**config.mk**
```make
export PLATFORM = sky130hd
export DESIGN_NAME = dma_desc_engine
export DESIGN_NICKNAME = d
export VERILOG_FILES = /design/src/rtl/dma_pkg.sv /design/src/rtl/dma_req_arb.sv /design/src/rtl/dma_desc_set.sv /design/src/rtl/dma_wb_fmt.sv /design/src/rtl/dma_desc_engine.sv
export SDC_FILE = /design/constraint.sdc
export NUM_CORES = 1
export LEC_CHECK = 0
export ABC_AREA = 1
export BUFFER_PORTS_ARGS = -buffer_cell sky130_fd_sc_hd__buf_2
export CORE_MARGIN = 2
export CORE_UTILIZATION = 59
export DETAILED_ROUTE_END_ITERATION = 8
export GPL_TIMING_DRIVEN = 0
export PLACE_DENSITY_LB_ADDON = 0.12
export SLEW_MARGIN = 20
export SYNTH_ARGS = -nofsm -noshare
export SYNTH_HDL_FRONTEND = slang
export SYNTH_HIERARCHICAL = 1
export SYNTH_SLANG_ARGS = --single-unit
```
**constraint.sdc**
```tcl
create_clock -name clk -period 9.45 [get_ports clk]
set_input_delay 0.945 -clock clk [delete_from_list [all_inputs] [get_ports clk]]
set_output_delay 0.945 -clock clk [all_outputs]
set_load 0.02 [all_outputs]
```
**src/rtl/dma_pkg.sv**
```systemverilog
package dma_pkg;
  localparam int ADDR_W = 16;
  localparam int OFF_W  = 8;
  localparam int CNT_W  = 4;
  localparam int ITER_W = 8;
  localparam int SLOT_W = 3;

  typedef struct packed {
    logic              sg_en;
    logic [SLOT_W-1:0] sg_slot;
    logic [ADDR_W-1:0] src_last;
    logic [ADDR_W-1:0] dst_last;
    logic [ITER_W-1:0] iter_init;
    logic [ITER_W-1:0] iter_now;
    logic [CNT_W-1:0]  n_acc;
    logic [OFF_W-1:0]  src_step;
    logic [OFF_W-1:0]  dst_step;
    logic [ADDR_W-1:0] src_addr;
    logic [ADDR_W-1:0] dst_addr;
  } desc_t;

  localparam int DESC_W = $bits(desc_t);

  // signed short step added to an address, wrapping modulo 2^ADDR_W
  function automatic logic [ADDR_W-1:0] addr_step(input logic [ADDR_W-1:0] a,
                                                  input logic [OFF_W-1:0]  o);
    return a + {{(ADDR_W-OFF_W){o[OFF_W-1]}}, o};
  endfunction
endpackage

```
**src/rtl/dma_req_arb.sv**
```systemverilog
module dma_req_arb #(
  parameter int NUM_CH = 4,
  localparam int CH_W = (NUM_CH > 1) ? $clog2(NUM_CH) : 1
) (
  input  logic              clk,
  input  logic              rst_n,
  input  logic [NUM_CH-1:0] req_i,
  input  logic [NUM_CH-1:0] clr_i,
  output logic              any_o,
  output logic [CH_W-1:0]   top_o
);
  logic [NUM_CH-1:0] pend_q, pend_d;

  always_comb begin
    pend_d = (pend_q & ~clr_i) | req_i;
  end

  always_ff @(posedge clk or negedge rst_n) begin
    if (!rst_n) pend_q <= '0;
    else        pend_q <= pend_d;
  end

  // fixed priority: highest-numbered pending channel wins
  always_comb begin
    top_o = '0;
    for (int i = 0; i < NUM_CH; i++) begin
      if (pend_q[i]) top_o = CH_W'(i);
    end
    any_o = |pend_q;
  end

  assert_top_pending_R2: assert property (@(posedge clk) disable iff (!rst_n)
    any_o |-> pend_q[top_o]);
  assert_clr_onehot_R2: assert property (@(posedge clk) disable iff (!rst_n)
    $onehot0(clr_i));
  assert_clr_live_R2: assert property (@(posedge clk) disable iff (!rst_n)
    (|clr_i) |-> (|(clr_i & pend_q)));
endmodule

```
**src/rtl/dma_desc_set.sv**
```systemverilog
module dma_desc_set import dma_pkg::*; #(
  parameter int NUM_CH = 4,
  localparam int CH_W = (NUM_CH > 1) ? $clog2(NUM_CH) : 1
) (
  input  logic             clk,
  input  logic             rst_n,
  input  logic             load_i,
  input  desc_t            load_desc_i,
  input  logic [CH_W-1:0]  load_ch_i,
  input  logic             step_i,
  input  logic             free_i,
  output desc_t            desc_o,
  output logic [CNT_W-1:0] rem_o,
  output logic [CH_W-1:0]  ch_o,
  output logic             vld_o
);
  desc_t            d_q, d_d;
  logic [CNT_W-1:0] rem_q, rem_d;
  logic [CH_W-1:0]  ch_q, ch_d;
  logic             vld_q, vld_d;
  logic             fin_pair;
  logic             en;

  assign fin_pair = (rem_q == CNT_W'(1)) && (d_q.iter_now == ITER_W'(1));
  assign en       = load_i | step_i | free_i;

  always_comb begin
    d_d   = d_q;
    rem_d = rem_q;
    ch_d  = ch_q;
    vld_d = vld_q;
    if (load_i) begin
      d_d   = load_desc_i;
      rem_d = load_desc_i.n_acc;
      ch_d  = load_ch_i;
      vld_d = 1'b1;
    end else if (step_i) begin
      if (fin_pair) begin
        d_d.src_addr = d_q.src_addr + d_q.src_last;
        d_d.dst_addr = d_q.dst_addr + d_q.dst_last;
      end else begin
        d_d.src_addr = addr_step(d_q.src_addr, d_q.src_step);
        d_d.dst_addr = addr_step(d_q.dst_addr, d_q.dst_step);
      end
      rem_d = rem_q - CNT_W'(1);
    end
    if (free_i) vld_d = 1'b0;
  end

  always_ff @(posedge clk or negedge rst_n) begin
    if (!rst_n) begin
      d_q   <= '0;
      rem_q <= '0;
      ch_q  <= '0;
      vld_q <= 1'b0;
    end else if (en) begin
      d_q   <= d_d;
      rem_q <= rem_d;
      ch_q  <= ch_d;
      vld_q <= vld_d;
    end
  end

  assign desc_o = d_q;
  assign rem_o  = rem_q;
  assign ch_o   = ch_q;
  assign vld_o  = vld_q;

  assert_step_live_R4: assert property (@(posedge clk) disable iff (!rst_n)
    step_i |-> (vld_q && rem_q != '0));
  assert_load_free_R8: assert property (@(posedge clk) disable iff (!rst_n)
    load_i |-> !vld_q);
endmodule

```
**src/rtl/dma_wb_fmt.sv**
```systemverilog
module dma_wb_fmt import dma_pkg::*; (
  input  desc_t cur_i,
  input  desc_t link_i,
  output desc_t wr_o,
  output logic  major_o
);
  desc_t upd;

  always_comb begin
    major_o = (cur_i.iter_now == ITER_W'(1));
    upd     = cur_i;
    upd.iter_now = major_o ? cur_i.iter_init : (cur_i.iter_now - ITER_W'(1));
    wr_o    = (major_o && cur_i.sg_en) ? link_i : upd;
  end
endmodule

```
**src/rtl/dma_desc_engine.sv**
```systemverilog
module dma_desc_engine import dma_pkg::*; #(
  parameter int NUM_CH = 4,
  localparam int CH_W = (NUM_CH > 1) ? $clog2(NUM_CH) : 1,
  localparam int NSET = 2
) (
  input  logic              clk,
  input  logic              rst_n,
  input  logic [NUM_CH-1:0] req,
  input  logic [NUM_CH-1:0] preempt_ok,
  output logic [SLOT_W-1:0] desc_rd_addr,
  input  logic [DESC_W-1:0] desc_rd_data,
  output logic              desc_wr_en,
  output logic [SLOT_W-1:0] desc_wr_addr,
  output logic [DESC_W-1:0] desc_wr_data,
  output logic              bus_valid,
  output logic              bus_write,
  output logic [ADDR_W-1:0] bus_addr,
  input  logic              bus_ready,
  output logic [NUM_CH-1:0] done
);
  typedef enum logic [2:0] {S_IDLE, S_FETCH, S_RD, S_WR, S_WB} st_t;

  // reset: asserted asynchronously, released on the clock
  logic [1:0] rs_q;
  logic       rst_i;
  always_ff @(posedge clk or negedge rst_n) begin
    if (!rst_n) rs_q <= '0;
    else        rs_q <= {rs_q[0], 1'b1};
  end
  assign rst_i = rs_q[1];

  st_t             st_q, st_d;
  logic            act_q, act_d;     // running set: 0 primary, 1 secondary
  logic            fsec_q, fsec_d;   // set targeted by the next fetch
  logic [CH_W-1:0] fch_q, fch_d;     // channel targeted by the next fetch

  logic            any_pend;
  logic [CH_W-1:0] top_ch;
  logic [NUM_CH-1:0] clr;

  desc_t            sd   [NSET];
  logic [CNT_W-1:0] srem [NSET];
  logic [CH_W-1:0]  sch  [NSET];
  logic             svld [NSET];
  logic [NSET-1:0]  s_load, s_step, s_free;

  desc_t cur, wr_desc;
  logic  major;
  logic  pair_done, last_pair, preempt, ok_cur;

  dma_req_arb #(.NUM_CH(NUM_CH)) u_arb (
    .clk   (clk),
    .rst_n (rst_i),
    .req_i (req),
    .clr_i (clr),
    .any_o (any_pend),
    .top_o (top_ch)
  );

  for (genvar g = 0; g < NSET; g++) begin : g_set
    dma_desc_set #(.NUM_CH(NUM_CH)) u_set (
      .clk         (clk),
      .rst_n       (rst_i),
      .load_i      (s_load[g]),
      .load_desc_i (desc_t'(desc_rd_data)),
      .load_ch_i   (fch_q),
      .step_i      (s_step[g]),
      .free_i      (s_free[g]),
      .desc_o      (sd[g]),
      .rem_o       (srem[g]),
      .ch_o        (sch[g]),
      .vld_o       (svld[g])
    );
    assign s_load[g] = (st_q == S_FETCH) && (fsec_q == g[0]);
    assign s_step[g] = pair_done && (act_q == g[0]);
    assign s_free[g] = (st_q == S_WB) && (act_q == g[0]);
  end

  assign cur = sd[act_q];

  dma_wb_fmt u_fmt (
    .cur_i   (cur),
    .link_i  (desc_t'(desc_rd_data)),
    .wr_o    (wr_desc),
    .major_o (major)
  );

  assign pair_done = (st_q == S_WR) && bus_ready;
  assign last_pair = (srem[act_q] == CNT_W'(1));
  assign ok_cur    = preempt_ok[sch[0]];
  assign preempt   = !act_q && !svld[1] && any_pend && (top_ch > sch[0]) && ok_cur;

  // next-state logic
  always_comb begin
    st_d   = st_q;
    act_d  = act_q;
    fsec_d = fsec_q;
    fch_d  = fch_q;
    case (st_q)
      S_IDLE: begin
        if (any_pend) begin
          st_d   = S_FETCH;
          fch_d  = top_ch;
          fsec_d = 1'b0;
        end
      end
      S_FETCH: begin
        st_d  = S_RD;
        act_d = fsec_q;
      end
      S_RD: begin
        if (bus_ready) st_d = S_WR;
      end
      S_WR: begin
        if (bus_ready) begin
          if (last_pair) begin
            st_d = S_WB;
          end else if (preempt) begin
            st_d   = S_FETCH;
            fch_d  = top_ch;
            fsec_d = 1'b1;
          end else begin
            st_d = S_RD;
          end
        end
      end
      S_WB: begin
        if (act_q) begin
          act_d = 1'b0;
          st_d  = S_RD;
        end else begin
          st_d = S_IDLE;
        end
      end
      default: st_d = S_IDLE;
    endcase
  end

  always_ff @(posedge clk or negedge rst_i) begin
    if (!rst_i) begin
      st_q   <= S_IDLE;
      act_q  <= 1'b0;
      fsec_q <= 1'b0;
      fch_q  <= '0;
    end else begin
      st_q   <= st_d;
      act_q  <= act_d;
      fsec_q <= fsec_d;
      fch_q  <= fch_d;
    end
  end

  assign clr = (st_q == S_FETCH) ? (NUM_CH'(1) << fch_q) : '0;

  assign desc_rd_addr = (st_q == S_WB) ? cur.sg_slot : SLOT_W'(fch_q);
  assign desc_wr_en   = (st_q == S_WB);
  assign desc_wr_addr = SLOT_W'(sch[act_q]);
  assign desc_wr_data = wr_desc;

  assign bus_valid = (st_q == S_RD) || (st_q == S_WR);
  assign bus_write = (st_q == S_WR);
  assign bus_addr  = (st_q == S_WR) ? cur.dst_addr : cur.src_addr;

  assign done = ((st_q == S_WB) && major) ? (NUM_CH'(1) << sch[act_q]) : '0;

  assert_addr_hold_R11: assert property (@(posedge clk) disable iff (!rst_i)
    (bus_valid && !bus_ready) |=> (bus_valid && $stable(bus_addr) && $stable(bus_write)));
  assert_done_onehot_R6: assert property (@(posedge clk) disable iff (!rst_i)
    $onehot0(done));
  assert_done_with_wb_R6: assert property (@(posedge clk) disable iff (!rst_i)
    (|done) |-> desc_wr_en);
  assert_wb_off_bus_R5: assert property (@(posedge clk) disable iff (!rst_i)
    desc_wr_en |-> !bus_valid);
  assert_sec_on_prim_R8: assert property (@(posedge clk) disable iff (!rst_i)
    svld[1] |-> svld[0]);
  assert_preempt_gate_R9: assert property (@(posedge clk) disable iff (!rst_i)
    $rose(svld[1]) |-> $past(ok_cur, 2));
  assert_sec_kept_R10: assert property (@(posedge clk) disable iff (!rst_i)
    (svld[1] && st_q != S_WB) |=> (svld[1] && $stable(sch[1])));
endmodule

```
==> impl_metrics.env <==
export IMPL_dp_slack_ps=4910
export IMPL_period_minus_slack_ps=5360
export IMPL_r2r_start="g_set[1].u_set/rem_o[1]$_DFFE_PN0P_"
export IMPL_vias_per_cell=5.80
export IMPL_critPathTopFamily="buffers and inverters"
export IMPL_grt_usage_pct=43.2
export IMPL_slew_violations=0
export IMPL_die_x_um=173
export IMPL_intPower_mw=3.99
export IMPL_drive_gt1_share_pct=15.8
export IMPL_syn_area_sq_um=16900
export IMPL_p_switching_mw=4.74
export IMPL_cp_max_fo=10
export IMPL_layoutNonFillerInstCount=3287
export IMPL_numCtsBuffers=27
export IMPL_diodes=0
export IMPL_drt_iter0_drc=2210
export IMPL_slowest_stage="clkinv_2"
export IMPL_crit_path_cell_trace="inv_2 -> buf_6 -> buf_2 -> buf_2 -> nand2_1 -> nand2_1 -> inv_1 -> ha_1 -> nand3_1 -> nor2_2 -> nand2_2 -> clkinv_2 -> buf_2 -> o21ai_0 -> buf_2"
export IMPL_crit_buf_inv=8
export IMPL_cts_root_buf="clkbuf_16"
export IMPL_drt_first_pass_iters=6
export IMPL_clk_pin_slew_ps=60
export IMPL_startpoint_type="flip-flop"
export IMPL_slowest_delay_ps=520
export IMPL_arrival_ps=4410
export IMPL_ys_warn_count=6
export IMPL_r2r_slack_ps=5950
export IMPL_htree_levels=1
export IMPL_maxClockFrequency_ghz=0.187
export IMPL_start_util_pct=59.4
export IMPL_ir_worst_vdd_mv=0.293
export IMPL_syn_inst=2602
export IMPL_cts_resized=0
export IMPL_hold_viol_final=0
export IMPL_grt_ovfl_total=0
export IMPL_die_area_sq_um=30100
export IMPL_syn_nets=2795
export IMPL_avgSynthCellArea_sq_um=6.50
export IMPL_leakage_nw=11.1
export IMPL_dp_cells=3237
export IMPL_power_frac_seq_pct=22.5
export IMPL_vias=19100
export IMPL_cap_violations=0
export IMPL_core_sq_um=28500
export IMPL_route_detailed_drc=0
export IMPL_place_congestion=1.10
export IMPL_worst_pin_slew_ps=895
export IMPL_r2r_end="g_set[1].u_set/desc_o[15]$_DFFE_PN0P_"
export IMPL_grt_setup_unrepaired="no"
export IMPL_p_sw_share_pct=54.3
export IMPL_reg2reg_depth=20
export IMPL_cp_startpoint="act_q$_DFFE_PN0P_"
export IMPL_grt_pass1_wl_um=100000
export IMPL_setup_viol=0
export IMPL_slew_headroom_pct=40.3
export IMPL_fillCellCount=2522
export IMPL_clock_latency_ps=570
export IMPL_cp_common_cell="buf_2"
export IMPL_fin_ws_ps=4090
export IMPL_wl_um=65600
export IMPL_postCtsHoldBufs=0
export IMPL_cts_tree="done"
export IMPL_row_count=62
export IMPL_clockPowerShare_pct=12.1
export IMPL_finalCritPeriodShare_pct=56.7
export IMPL_path_class="reg -> out"
export IMPL_hp_class="in -> async"
export IMPL_postCtsSetupRepairBufs=0
export IMPL_grt_pass1_vias=18100
export IMPL_clk_path_buf_depth=3
export IMPL_syn2layout_area_growth_pct=16.2
export IMPL_required_ps=8510
export IMPL_ioPinCount=248
export IMPL_endpoint_kind="output pin"
export IMPL_finalClockSkew_ps=24.7
export IMPL_p_comb_share_pct=65.4
export IMPL_io_buffers=246
export IMPL_chipHeight_um=173
export IMPL_dp_hpwl_um=50800
export IMPL_ant_nets=0
export IMPL_p_per_area_nw_per_um2=444
export IMPL_nets=3075
export IMPL_antenna_found_initial=0
export IMPL_clock_sinks=234
export IMPL_status="finished clean"
export IMPL_wire_per_inst_um=20.0
export IMPL_grt_max_degree=50
==> cell usage in the layout (no fill, tap or decap), types with 4 or more instances in the layout <==
cell type  instances
nor3_2             4
a22oi_1           48
dfrtp_1          233
o211ai_1           6
nand3b_1          19
nand3_2            5
clkbuf_1          37
buf_6              9
nor2_1            95
ha_1              74
nor3_1            10
inv_1            211
clkinv_2           5
nand4_1            4
xnor2_1           24
o221ai_1           6
a21oi_1           51
clkbuf_16         27
nand3_1           99
and2_1             6
fa_1               4
inv_2             19
nand2_2           19
nand2_4            5
o21ai_1           65
clkbuf_8           7
xor2_1             4
o21ai_0          110
a31oi_1           16
nand2_1         1307
buf_16             5
buf_4              9
buf_2            308
nor2_2            16
o21a_1             6
==> routing by layer <==
layer	vias to the layer above	global-route usage, %	part of all wire [%]
met5	-	0	0
met4	0	25.1	6.7
met3	252	7.85	11
met2	1238	66.6	43
met1	8833	57.2	39
li1	8742	-	-
==> worst register-to-register path, delay by kind of cell, from the launching register on <==
| family | cells | cell delay (ps) |
|---|---|---|
| adder cells (fa/ha/maj) | 2 | 550 |
| flip-flops | 1 | 380 |
| AO/OA/AOI/OAI | 2 | 510 |
| AND/OR/NAND/NOR | 11 | 1340 |
| buffers and inverters | 5 | 600 |
==> state kept, by name, summed over array words and instances (netlist names) <==
| register | count |
|---|---|
| st_q | 3 |
| g_set.u_set/rem_o | 8 |
| g_set.u_set/desc_o | 208 |
| g_set.u_set/ch_o | 4 |
| fch_q | 2 |
| u_arb/pend_q | 4 |
| rs_q | 2 |
| g_set.u_set/vld_o | 1 |
| act_q | 1 |
| fsec_q | 1 |
==> layout make-up <==
cell class | instances | area [sq um] | area share (%)
Buffer | 108 | 584 | 2.97
Clock buffer | 43 | 806 | 4.10
Clock inverter | 7 | 77.6 | 0.395
Sequential cell | 234 | 5860 | 29.8
Tap cell | 384 | 480 | 2.44
Multi-Input combinational cell | 2029 | 9620 | 48.9
Timing Repair Buffer | 251 | 1370 | 6.96
Inverter | 231 | 868 | 4.42
==> how the worst max path moves through the flow <==
stage	depth (start not counted)	endpoint	slack (ps)
after floorplan	0	act_q$_DFFE_PN0P_	2450
final	15	desc_wr_data[66]	4090
after CTS	15	desc_wr_data[66]	4300
after detailed placement	15	desc_wr_data[66]	4910
after global placement	0	g_set[1].u_set/desc_o[9]$_DFFE_PN0P_	-440
after global routing	15	desc_wr_data[66]	4090
==> stage by stage <==
| stage | hold WS, ps | setup TNS [ps] | power [mW] | area (sq um) | util, % |
|---|---|---|---|---|---|
| after global placement | 342 | -95880 | 7.36 | 18600 | 65.5 |
| after CTS | 145 | 0 | 8.59 | 19700 | 69.1 |
| after floorplan | 331 | 0 | 5.75 | 16900 | - |
| after detailed placement | 189 | 0 | 7.50 | 18800 | 66.0 |
| after global routing | 149 | 0 | 9.36 | 19700 | 69.1 |
| final | 149 | 0 | 8.73 | 19700 | 69.1 |
==> power groups by stage <==
stage / Combinational (mW) / Sequential (mW) / Clock [mW]
4_1_cts: 5.59 / 1.94 / 1.06
3_3_place_gp: 5.41 / 1.95 / 0
6_report: 5.71 / 1.97 / 1.06
3_5_place_dp: 5.55 / 1.94 / 0
2_1_floorplan: 3.95 / 1.80 / 0
5_1_grt: 6.26 / 2.01 / 1.10
(Power assumes the default switching activity.)
